===== config.mk =====
export PLATFORM = sky130hd
export DESIGN_NAME = gf163_reducer
export DESIGN_NICKNAME = d
export VERILOG_FILES = /design/src/rtl/gf2m_pkg.sv /design/src/rtl/gf2m_fold.sv /design/src/rtl/gf2m_reduce.sv /design/src/rtl/gf2m_spread.sv /design/src/rtl/gf163_reducer.sv
export SDC_FILE = /design/constraint.sdc
export NUM_CORES = 1
export LEC_CHECK = 0
export BUFFER_PORTS_ARGS = -buffer_cell sky130_fd_sc_hd__buf_2
export CAP_MARGIN = 15
export CORE_AREA = 2 2 313 315
export DETAILED_ROUTE_END_ITERATION = 6
export DIE_AREA = 0 0 315 317
export GPL_TIMING_DRIVEN = 0
export HOLD_SLACK_MARGIN = 0.15
export PLACE_DENSITY_LB_ADDON = 0.25
export SYNTH_ARGS = -nofsm -noshare
export SYNTH_HDL_FRONTEND = slang
export SYNTH_HIERARCHICAL = 1
export SYNTH_SLANG_ARGS = --single-unit

===== constraint.sdc =====
create_clock -name clk -period 2 [get_ports clk]
set_input_delay 0.6 -clock clk [delete_from_list [all_inputs] [get_ports clk]]
set_output_delay 0.6 -clock clk [all_outputs]
set_load 0.02 [all_outputs]

===== src/rtl/gf2m_pkg.sv =====
package gf2m_pkg;
  localparam int FIELD_M = 163;
  // lower part of the field polynomial: x^7 + x^6 + x^3 + 1
  localparam int TAP_SPAN = 8;
  localparam logic [TAP_SPAN-1:0] LOW_TAPS = 8'b1100_1001;

  function automatic int imax(input int a, input int b);
    return (a > b) ? a : b;
  endfunction
endpackage


===== src/rtl/gf2m_fold.sv =====
// One folding pass: bits at and above M are multiplied by the low taps
// and added into the low part, using x^M == low taps.
module gf2m_fold #(
  parameter int M  = 163,
  parameter int IW = 325,
  parameter int TS = 8,
  parameter logic [TS-1:0] TAPS = 8'b1100_1001,
  localparam int HW = IW - M,
  localparam int OW = gf2m_pkg::imax(M, HW + TS - 1)
) (
  input  logic [IW-1:0] a,
  output logic [OW-1:0] y
);
  always_comb begin
    y = '0;
    y[M-1:0] = a[M-1:0];
    for (int k = 0; k < TS; k++) begin
      if (TAPS[k]) y[k +: HW] = y[k +: HW] ^ a[IW-1:M];
    end
  end
endmodule


===== src/rtl/gf2m_reduce.sv =====
// Two chained folds: the first leaves at most TS-1 excess bits,
// and the second folds those into the field width.
module gf2m_reduce #(
  parameter int M  = 163,
  parameter int TS = 8,
  parameter logic [TS-1:0] TAPS = 8'b1100_1001,
  localparam int DW = 2*M - 1,
  localparam int W1 = gf2m_pkg::imax(M, (M - 1) + TS - 1),
  localparam int W2 = gf2m_pkg::imax(M, (W1 - M) + TS - 1)
) (
  input  logic [DW-1:0] d,
  output logic [M-1:0]  r
);
  logic [W1-1:0] s1;
  logic [W2-1:0] s2;

  gf2m_fold #(.M(M), .IW(DW), .TS(TS), .TAPS(TAPS)) u_fold_hi (.a(d),  .y(s1));
  gf2m_fold #(.M(M), .IW(W1), .TS(TS), .TAPS(TAPS)) u_fold_lo (.a(s1), .y(s2));

  assign r = s2[M-1:0];
endmodule


===== src/rtl/gf2m_spread.sv =====
// Squaring over GF(2) before reduction: bit i moves to bit 2i.
module gf2m_spread #(
  parameter int M = 163,
  localparam int DW = 2*M - 1
) (
  input  logic [M-1:0]  a,
  output logic [DW-1:0] y
);
  for (genvar i = 0; i < M; i++) begin : g_bit
    assign y[2*i] = a[i];
    if (i < M - 1) begin : g_gap
      assign y[2*i+1] = 1'b0;
    end
  end
endmodule


===== src/rtl/gf163_reducer.sv =====
module gf163_reducer #(
  parameter int M       = gf2m_pkg::FIELD_M,
  parameter bit REG_OUT = 1'b1,
  localparam int DW = 2*M - 1
) (
  input  logic          clk,
  input  logic          rst,
  input  logic [DW-1:0] d_in,
  input  logic [M-1:0]  sq_in,
  output logic [M-1:0]  r_out,
  output logic [M-1:0]  sq_out
);
  localparam int TS = gf2m_pkg::TAP_SPAN;
  localparam logic [TS-1:0] TAPS = gf2m_pkg::LOW_TAPS;

  logic [DW-1:0] sq_wide;
  logic [M-1:0]  r_comb;
  logic [M-1:0]  sq_comb;

  gf2m_spread #(.M(M)) u_spread (.a(sq_in), .y(sq_wide));

  gf2m_reduce #(.M(M), .TS(TS), .TAPS(TAPS)) u_red_mul (.d(d_in),    .r(r_comb));
  gf2m_reduce #(.M(M), .TS(TS), .TAPS(TAPS)) u_red_sq  (.d(sq_wide), .r(sq_comb));

  if (REG_OUT) begin : g_reg
    always_ff @(posedge clk) begin
      if (rst) begin
        r_out  <= '0;
        sq_out <= '0;
      end else begin
        r_out  <= r_comb;
        sq_out <= sq_comb;
      end
    end
  end else begin : g_comb
    assign r_out  = r_comb;
    assign sq_out = sq_comb;
  end
endmodule


==> flow_summary_export.csv, run 1 <==
group,metric,value,unit
power,power,28200,uW
synthesis,postSynthAreaPerCell,11.7,um2
synthesis,synth-seq-cells,326,
min_path,hp-class,"input port to register",
timing,fmax,512,MHz
clock_network,cts_setup_buffers,0,
cells_and_area,fin_nets,3539,
routing,dr.pass1.iters,5,
worst_setup_path,worstSetupPathType,"register to output port",
clock_network,clockBufferDepth,3,
placement,dpl.cell_count,4278,
global_route,antenna_found_initial,17,
synthesis,synthesis.area,0.0255,mm2
routing,routedWlPerCell,19.2,um
placement,dp_slack,-0.413,ns
global_route,grt_pass1_vias,15709,
routing,drtIter0Drc,549,
worst_setup_path,worstPathRequired,1.40,ns
flow_run,maxCapViolCount,0,
clock_network,cts_inserted_buffers,45,
cells_and_area,multiInputGateArea,0.0146,mm2
timing,slew_headroom,0.350,
routing,drtAntennaViolNets,0,
worst_setup_path,setup.worst_path.end_class,"output port",
clock_network,htree_levels,2,
synthesis,ys_types,10,
worst_setup_path,cp.arrival,1.35,ns
cells_and_area,seq_area,0.00653,mm2
routing,wl,84100,um
clock_network,clk_pin_slew_worst_paths,0.06,ns
placement,place.gp.congestion,0.906,
power,leakagePower,0.0177,uW
synthesis,syn_inst,2190,
floorplanning,die_w,315,um
floorplanning,initial_core_util,0.265,
placement,io_buffers,651,
timing,fin_crit_sh,0.977,
clock_network,hold_buffers,0,
cells_and_area,fillCellCount,9987,
global_route,grt_pass1_wl,112000,um
timing,slew_viol_final,0,
worst_setup_path,cp_cell_sequence,"buf_2",
synthesis,yosysWarnings,6,
floorplanning,pin_count,816,
worst_setup_path,cpLargestDelayFamily,"flip-flops",
floorplanning,dieHeight,317,um
power,ir_worst_vdd,533,uV
cells_and_area,stdcell_count,4368,
worst_setup_path,critPathBufInv,1,
global_route,grt_overflow,0,
worst_setup_path,critPathMaxStageDelay,0.52,ns
cells_and_area,area_growth,27.7,%
routing,vias,15622,
cells_and_area,drive_above_1_share,0.454,
floorplanning,dieArea,0.0999,mm2
clock_network,cts_tree,"yes",
timing,fin_hold_ws,0.395,ns
routing,vias_per_cell,3.58,
global_route,grt_usage,0.160,
worst_setup_path,critPathLaunchType,"register",
floorplanning,core_region_area,0.0963,mm2
placement,dp_hpwl,72000,um
timing,worstMarginPinSlew,0.968,ns
cells_and_area,final_cell_mix,"665 x buf_2, 627 x buf_4, 336 x xor2_1",
timing,rsz0062_at_grt,"no",
clock_network,cts.sinks,326,
synthesis,yosysSeqAreaShare,0.255,
worst_setup_path,cp_max_fo,1,
routing,route.detailed.drc,0,
timing,period_minus_slack,1.95,ns
worst_setup_path,cp_slowest_cell,"dfxtp_1",
timing,hold_violations,0,
status,status,"finished clean",
timing,setup_viol,0,
cells_and_area,final_common_cell,"buf_2",
global_route,grt_max_degree,13,
clock_network,root_buffer,"clkbuf_16",
floorplanning,num_rows,114,
power,power_density,864,mW/mm2
timing,setup_slack,0.0451,ns
-- sequential cells by signal, indices dropped and copies added (netlist names) --
register	count
sq_out	163
r_out	163
-- cells in the mapped netlist, drive strengths merged --
library cell | instances | area (um2)
xnor3 | 310 | 6980
dfxtp | 326 | 6530
xor2 | 340 | 3010
conb | 1 | 3.75
buf | 663 | 5020
xnor2 | 224 | 1960
nor2b | 326 | 2040
-- power breakdown --
| group | switching [uW] | total [uW] | internal (uW) |
|---|---|---|---|
| combinational | 5010 | 11400 | 6360 |
| clock | 3420 | 8810 | 5380 |
| sequential | 409 | 8000 | 7600 |
-- kinds of logic (layout without fill, tap and decap cells) --
group | Yosys count | after routing | share of synthesized area
buffers and inverters | 663 | 1395 | 0.197
AND/OR/NAND/NOR | 326 | 326 | 0.0798
XOR/XNOR | 874 | 874 | 0.468
other | 1 | 171 | 0.000147
flip-flops | 326 | 326 | 0.255
-- stage by stage --
| step | setup TNS, ns | instance area (um2) | util |
|---|---|---|---|
| after floorplan | 0 | 26200 | - |
| after detailed placement | -2.85 | 31000 | 0.322 |
| after global routing | 0 | 32600 | 0.339 |
| final | 0 | 32600 | 0.339 |
| after global placement | -2.95 | 31000 | 0.322 |
| after CTS | 0 | 32600 | 0.339 |
-- repair_timing --
| item | in CTS | in global routing |
|---|---|---|
| pin swaps | 0 | 0 |
| resized for setup | 4 | 2 |
| endpoints found under the setup margin | 4 | 2 |
-- area by class of cell --
cell class | count | area share
diodes | 9 | 0.000690
multi-input cells | 1362 | 0.447
clock buffers | 60 | 0.0403
plain buffers | 663 | 0.154
flip-flops and latches | 326 | 0.200
clock inverters | 21 | 0.00851
repair buffers | 651 | 0.0999
well taps | 1276 | 0.0489
-- path summary, 6_finish.rpt --
check	from	endpoint	slack (ns)	depth (start not counted)
setup / recovery	r_out[89]$_SDFF_PP0_	r_out[89]	0.05	1
hold / removal	rst	sq_out[1]$_SDFF_PP0_	0.40	2
-- layer usage --
| metal | part of all wire | global-route usage |
|---|---|---|
| met1 | 0.41 | 0.198 |
| met2 | 0.48 | 0.260 |
| met3 | 0.088 | 0.0580 |
| met4 | 0.022 | 0.0445 |
| met5 | 0.00077 | 0 |
No activity file was read; power rests on OpenSTA's default activity.
==> run 2, diff against run 1 <==
Settings changed: CTS_BUF_LIST set to sky130_fd_sc_hd__clkbuf_8 sky130_fd_sc_hd__clkbuf_16.
==> run 2 against run 1 <==
Effect of this change:
- combinational power is essentially flat
- core utilization is the same
- worst setup slack is essentially flat
- critical path type unchanged
- largest cell class unchanged
- largest power group unchanged
==> flow_summary_export.csv, run 2 (same netlist as run 1, synthesis figures left out) <==
group,metric,value,unit
clock_network,root_buffer,"clkbuf_16",
global_route,grt_usage,0.160,
routing,vias_per_cell,3.58,
clock_network,htree_levels,2,
flow_run,maxCapViolCount,0,
power,power_density,863,mW/mm2
clock_network,cts_setup_buffers,0,
cells_and_area,final_area,0.0326,mm2
worst_setup_path,critPathBufInv,1,
floorplanning,dieArea,0.0999,mm2
routing,route.detailed.drc,0,
worst_setup_path,setup.worst_path.end_class,"output port",
timing,setup_viol,0,
timing,slew_headroom,0.350,
global_route,grt_overflow,0,
timing,period_minus_slack,1.95,ns
global_route,met3_usage,0.0580,
worst_setup_path,cpLargestDelayFamily,"flip-flops",
worst_setup_path,cp.arrival,1.35,ns
routing,routedWlPerCell,19.2,um
cells_and_area,fin_nets,3539,
cells_and_area,drive_above_1_share,0.454,
global_route,grt_max_degree,13,
floorplanning,num_rows,114,
placement,dp_slack,-0.413,ns
clock_network,cts_tree,"yes",
global_route,grt_util_met2,0.260,
timing,tns,0,ns
clock_network,cts.sinks,326,
routing,drtAntennaViolNets,0,
timing,fmax,512,MHz
global_route,antenna_found_initial,17,
timing,setup_slack,0.0451,ns
global_route,use_met1,0.198,
floorplanning,pin_count,816,
placement,dp_hpwl,72000,um
routing,drtIter0Drc,547,
min_path,hp-class,"input port to register",
routing,dr.pass1.iters,5,
timing,fin_crit_sh,0.977,
worst_setup_path,critPathLaunchType,"register",
floorplanning,die_w,315,um
worst_setup_path,cp-startpoint,"r_out[89]$_SDFF_PP0_",
worst_setup_path,cp_cell_sequence,"buf_2",
worst_setup_path,cp.depth,1,
worst_setup_path,worstPathRequired,1.40,ns
placement,place.gp.congestion,0.906,
timing,rsz0062_at_grt,"no",
worst_setup_path,endpoint,"r_out[89]",
worst_setup_path,critPathMaxStageDelay,0.52,ns
clock_network,clk_pin_slew_worst_paths,0.06,ns
worst_setup_path,cp_slowest_cell,"dfxtp_1",
worst_setup_path,cp_max_fo,1,
timing,hold_violations,0,
worst_setup_path,worstSetupPathType,"register to output port",
cells_and_area,final_cell_mix,"665 x buf_2, 627 x buf_4, 336 x xor2_1",
power,power,28200,uW
floorplanning,core_region_area,0.0963,mm2
cells_and_area,top_regs,"r_out (163), sq_out (163)",
placement,io_buffers,651,
global_route,globalRoute.busiestLayer,"met2",
floorplanning,initial_core_util,0.265,
routing,vias,15621,
power,leakagePower,0.0177,uW
clock_network,clockBufferDepth,3,
floorplanning,dieHeight,317,um
clock_network,cts_inserted_buffers,45,
timing,fin_hold_ws,0.395,ns
power,ir_worst_vdd,531,uV
global_route,grt_pass1_vias,15709,
timing,slew_viol_final,0,
cells_and_area,final_common_cell,"buf_2",
cells_and_area,fillCellCount,9987,
routing,wl,84000,um
status,status,"finished clean",
timing,worstMarginPinSlew,0.968,ns
global_route,grt_pass1_wl,112000,um
placement,dpl-instance-area,0.0310,mm2
cells_and_area,area_growth,27.7,%
==> run 2: changes by cell type in the layout (fill, tap and decap cells not counted) <==
cell | previous run | this run
inv_1 | 0 | 4
clkbuf_1 | 4 | 0
==> run 2: worst min-delay path by stage <==
stage,startpoint,endpoint,slack [ns],depth (start not counted)
after floorplan,rst,r_out[160]$_SDFF_PP0_,0.85,2
after global placement,r_out[150]$_SDFF_PP0_,r_out[150],1.01,1
after detailed placement,sq_out[39]$_SDFF_PP0_,sq_out[39],1.02,1
after CTS,d_in[1],r_out[1]$_SDFF_PP0_,0.37,4
after global routing,rst,sq_out[1]$_SDFF_PP0_,0.39,2
final,rst,sq_out[1]$_SDFF_PP0_,0.40,2
==> run 2: what timing repair did <==
| item | in CTS | in global routing |
|---|---|---|
| resized for setup | 4 | 2 |
| hold buffers | 0 | 0 |
| endpoints found under the setup margin | 4 | 2 |
==> run 2: routing by layer <==
metal	up-vias	wire length (um)
li1	7844	-
met1	7187	34700
met2	482	40000
met3	98	7410
met4	10	1870
met5	-	65
==> run 2: through the flow <==
| step | cells | utilization |
|---|---|---|
| 6_report | 4368 | 0.339 |
| 5_1_grt | 4367 | 0.339 |
| 4_1_cts | 4359 | 0.339 |
| 3_5_place_dp | 4278 | 0.322 |
| 3_3_place_gp | 4278 | 0.322 |
| 2_1_floorplan | 2351 | - |
==> run 2: layout make-up <==
class | count | area (um2) | area share
Tap cell | 1276 | 1600 | 0.0489
Timing Repair Buffer | 651 | 3260 | 0.0999
Antenna cell | 9 | 22.5 | 0.000690
Clock inverter | 25 | 293 | 0.00897
Clock buffer | 56 | 1300 | 0.0398
Sequential cell | 326 | 6530 | 0.200
Multi-Input combinational cell | 1362 | 14600 | 0.447
Buffer | 663 | 5020 | 0.154
==> run 2: report_power, final <==
| group | total (uW) | switching (uW) | internal, uW |
|---|---|---|---|
| sequential | 8000 | 409 | 7600 |
| combinational | 11400 | 5010 | 6360 |
| clock | 8790 | 3430 | 5360 |
| total | 28200 | 8850 | 19300 |
==> run 3, diff against run 2 <==
==> constraint.sdc (replaced) <==
create_clock -name clk -period 1.7 [get_ports clk]
set_input_delay 0.34 -clock clk [delete_from_list [all_inputs] [get_ports clk]]
set_output_delay 0.34 -clock clk [all_outputs]
set_load 0.02 [all_outputs]
==> run 3 against run 2 <==
Effect of this change:
- clock power grew 17%
- critical endpoint unchanged
- power is 18% higher
- cell area up 0.12%
- final cell count hardly changed
- critical path depth is the same
- highest routed layer unchanged
- worst setup slack worse by 0.0032 ns
==> flow_summary_export.csv, run 3 (same netlist as run 1, synthesis figures left out) <==
group,metric,value,unit
timing,slew_headroom,0.392,
clock_network,cts.sinks,326,
cells_and_area,final_common_cell,"buf_2",
timing,period_minus_slack,1.66,ns
routing,routedWlPerCell,19.2,um
placement,dp_slack,-0.453,ns
worst_setup_path,setup.worst_path.end_class,"output port",
timing,setup_viol,0,
status,status,"finished clean",
worst_setup_path,cp_cell_sequence,"buf_2",
power,ir_worst_vdd,624,uV
timing,rsz0062_at_grt,"no",
clock_network,cts_tree,"yes",
timing,fmax,603,MHz
routing,drtAntennaViolNets,0,
floorplanning,dieHeight,317,um
global_route,grt_max_degree,13,
worst_setup_path,cp_max_fo,1,
worst_setup_path,cpLargestDelayFamily,"flip-flops",
clock_network,clk_pin_slew_worst_paths,0.06,ns
worst_setup_path,cp.arrival,1.32,ns
timing,hold_violations,0,
placement,place.gp.congestion,0.906,
floorplanning,dieArea,0.0999,mm2
clock_network,clockBufferDepth,3,
placement,dp_hpwl,72000,um
worst_setup_path,critPathLaunchType,"register",
worst_setup_path,worstSetupPathType,"register to output port",
timing,fin_crit_sh,0.975,
routing,dr.pass1.iters,5,
min_path,hp-class,"input port to register",
clock_network,htree_levels,2,
placement,dpl.cell_count,4278,
floorplanning,initial_core_util,0.265,
global_route,grt_overflow,0,
timing,slew_viol_final,0,
floorplanning,core_region_area,0.0963,mm2
clock_network,root_buffer,"clkbuf_16",
global_route,grt_pass1_wl,112000,um
cells_and_area,top_regs,"r_out (163), sq_out (163)",
routing,route.detailed.drc,0,
floorplanning,die_w,315,um
flow_run,maxCapViolCount,0,
routing,drtIter0Drc,537,
floorplanning,pin_count,816,
clock_network,cts_inserted_buffers,45,
cells_and_area,area_growth,27.9,%
power,power_density,1010,mW/mm2
global_route,grt_pass1_vias,15727,
cells_and_area,drive_above_1_share,0.454,
power,leakagePower,0.0177,uW
cells_and_area,fin_nets,3543,
timing,setup_slack,0.0419,ns
timing,fin_hold_ws,0.232,ns
worst_setup_path,cp_slowest_cell,"dfxtp_1",
routing,vias_per_cell,3.56,
worst_setup_path,critPathBufInv,1,
placement,io_buffers,651,
global_route,antenna_found_initial,16,
worst_setup_path,critPathMaxStageDelay,0.49,ns
timing,tns,0,ns
floorplanning,num_rows,114,
routing,vias,15576,
timing,worstMarginPinSlew,0.906,ns
routing,wl,84000,um
cells_and_area,stdcell_count,4371,
global_route,grt_usage,0.160,
cells_and_area,final_cell_mix,"665 x buf_2, 627 x buf_4, 336 x xor2_1",
worst_setup_path,worstPathRequired,1.36,ns
==> run 3: per-stage QoR <==
step	area [um2]	power (uW)	utilization
after floorplan	26200	19400	-
after global placement	31000	23000	0.322
after detailed placement	31000	23000	0.322
after CTS	32600	33700	0.339
after global routing	32700	34900	0.339
final	32700	33100	0.339
==> run 3: area by class of cell <==
cell class | count | area, um2
antenna | 8 | 20.0
buffer | 663 | 5020
clock buffer | 56 | 1300
clock inverter | 25 | 293
fill | 9985 | 63600
multi-input combinational | 1362 | 14600
sequential | 326 | 6540
tap | 1276 | 1600
timing repair buffer | 655 | 3300
==> run 3: worst paths after layout <==
path / from / endpoint / slack, ns / cells past startpoint
setup / recovery: r_out[89]$_SDFF_PP0_ / r_out[89] / 0.04 / 1
hold / removal: d_in[165] / r_out[2]$_SDFF_PP0_ / 0.23 / 4
==> run 3: layer usage <==
metal  GRT usage  wire length [um]  up-vias
met2       0.261             39900      455
li1            -                 -     7854
met1       0.198             34700     7161
met4      0.0435              1890       10
met3      0.0589              7410       96
met5           0                70        -
==> run 3: report_power, final <==
part | total [uW] | internal (uW) | switching [uW]
Clock | 10300 | 6310 | 4030
Combinational | 13400 | 7490 | 5900
Sequential | 9420 | 8940 | 478
Total | 33100 | 22700 | 10400
==> run 3: timing repair <==
action,in CTS,in global routing
hold buffers,4,0
setup endpoints to repair,7,1
resized for setup,7,1
setup buffers,0,0
hold endpoints to repair,7,0
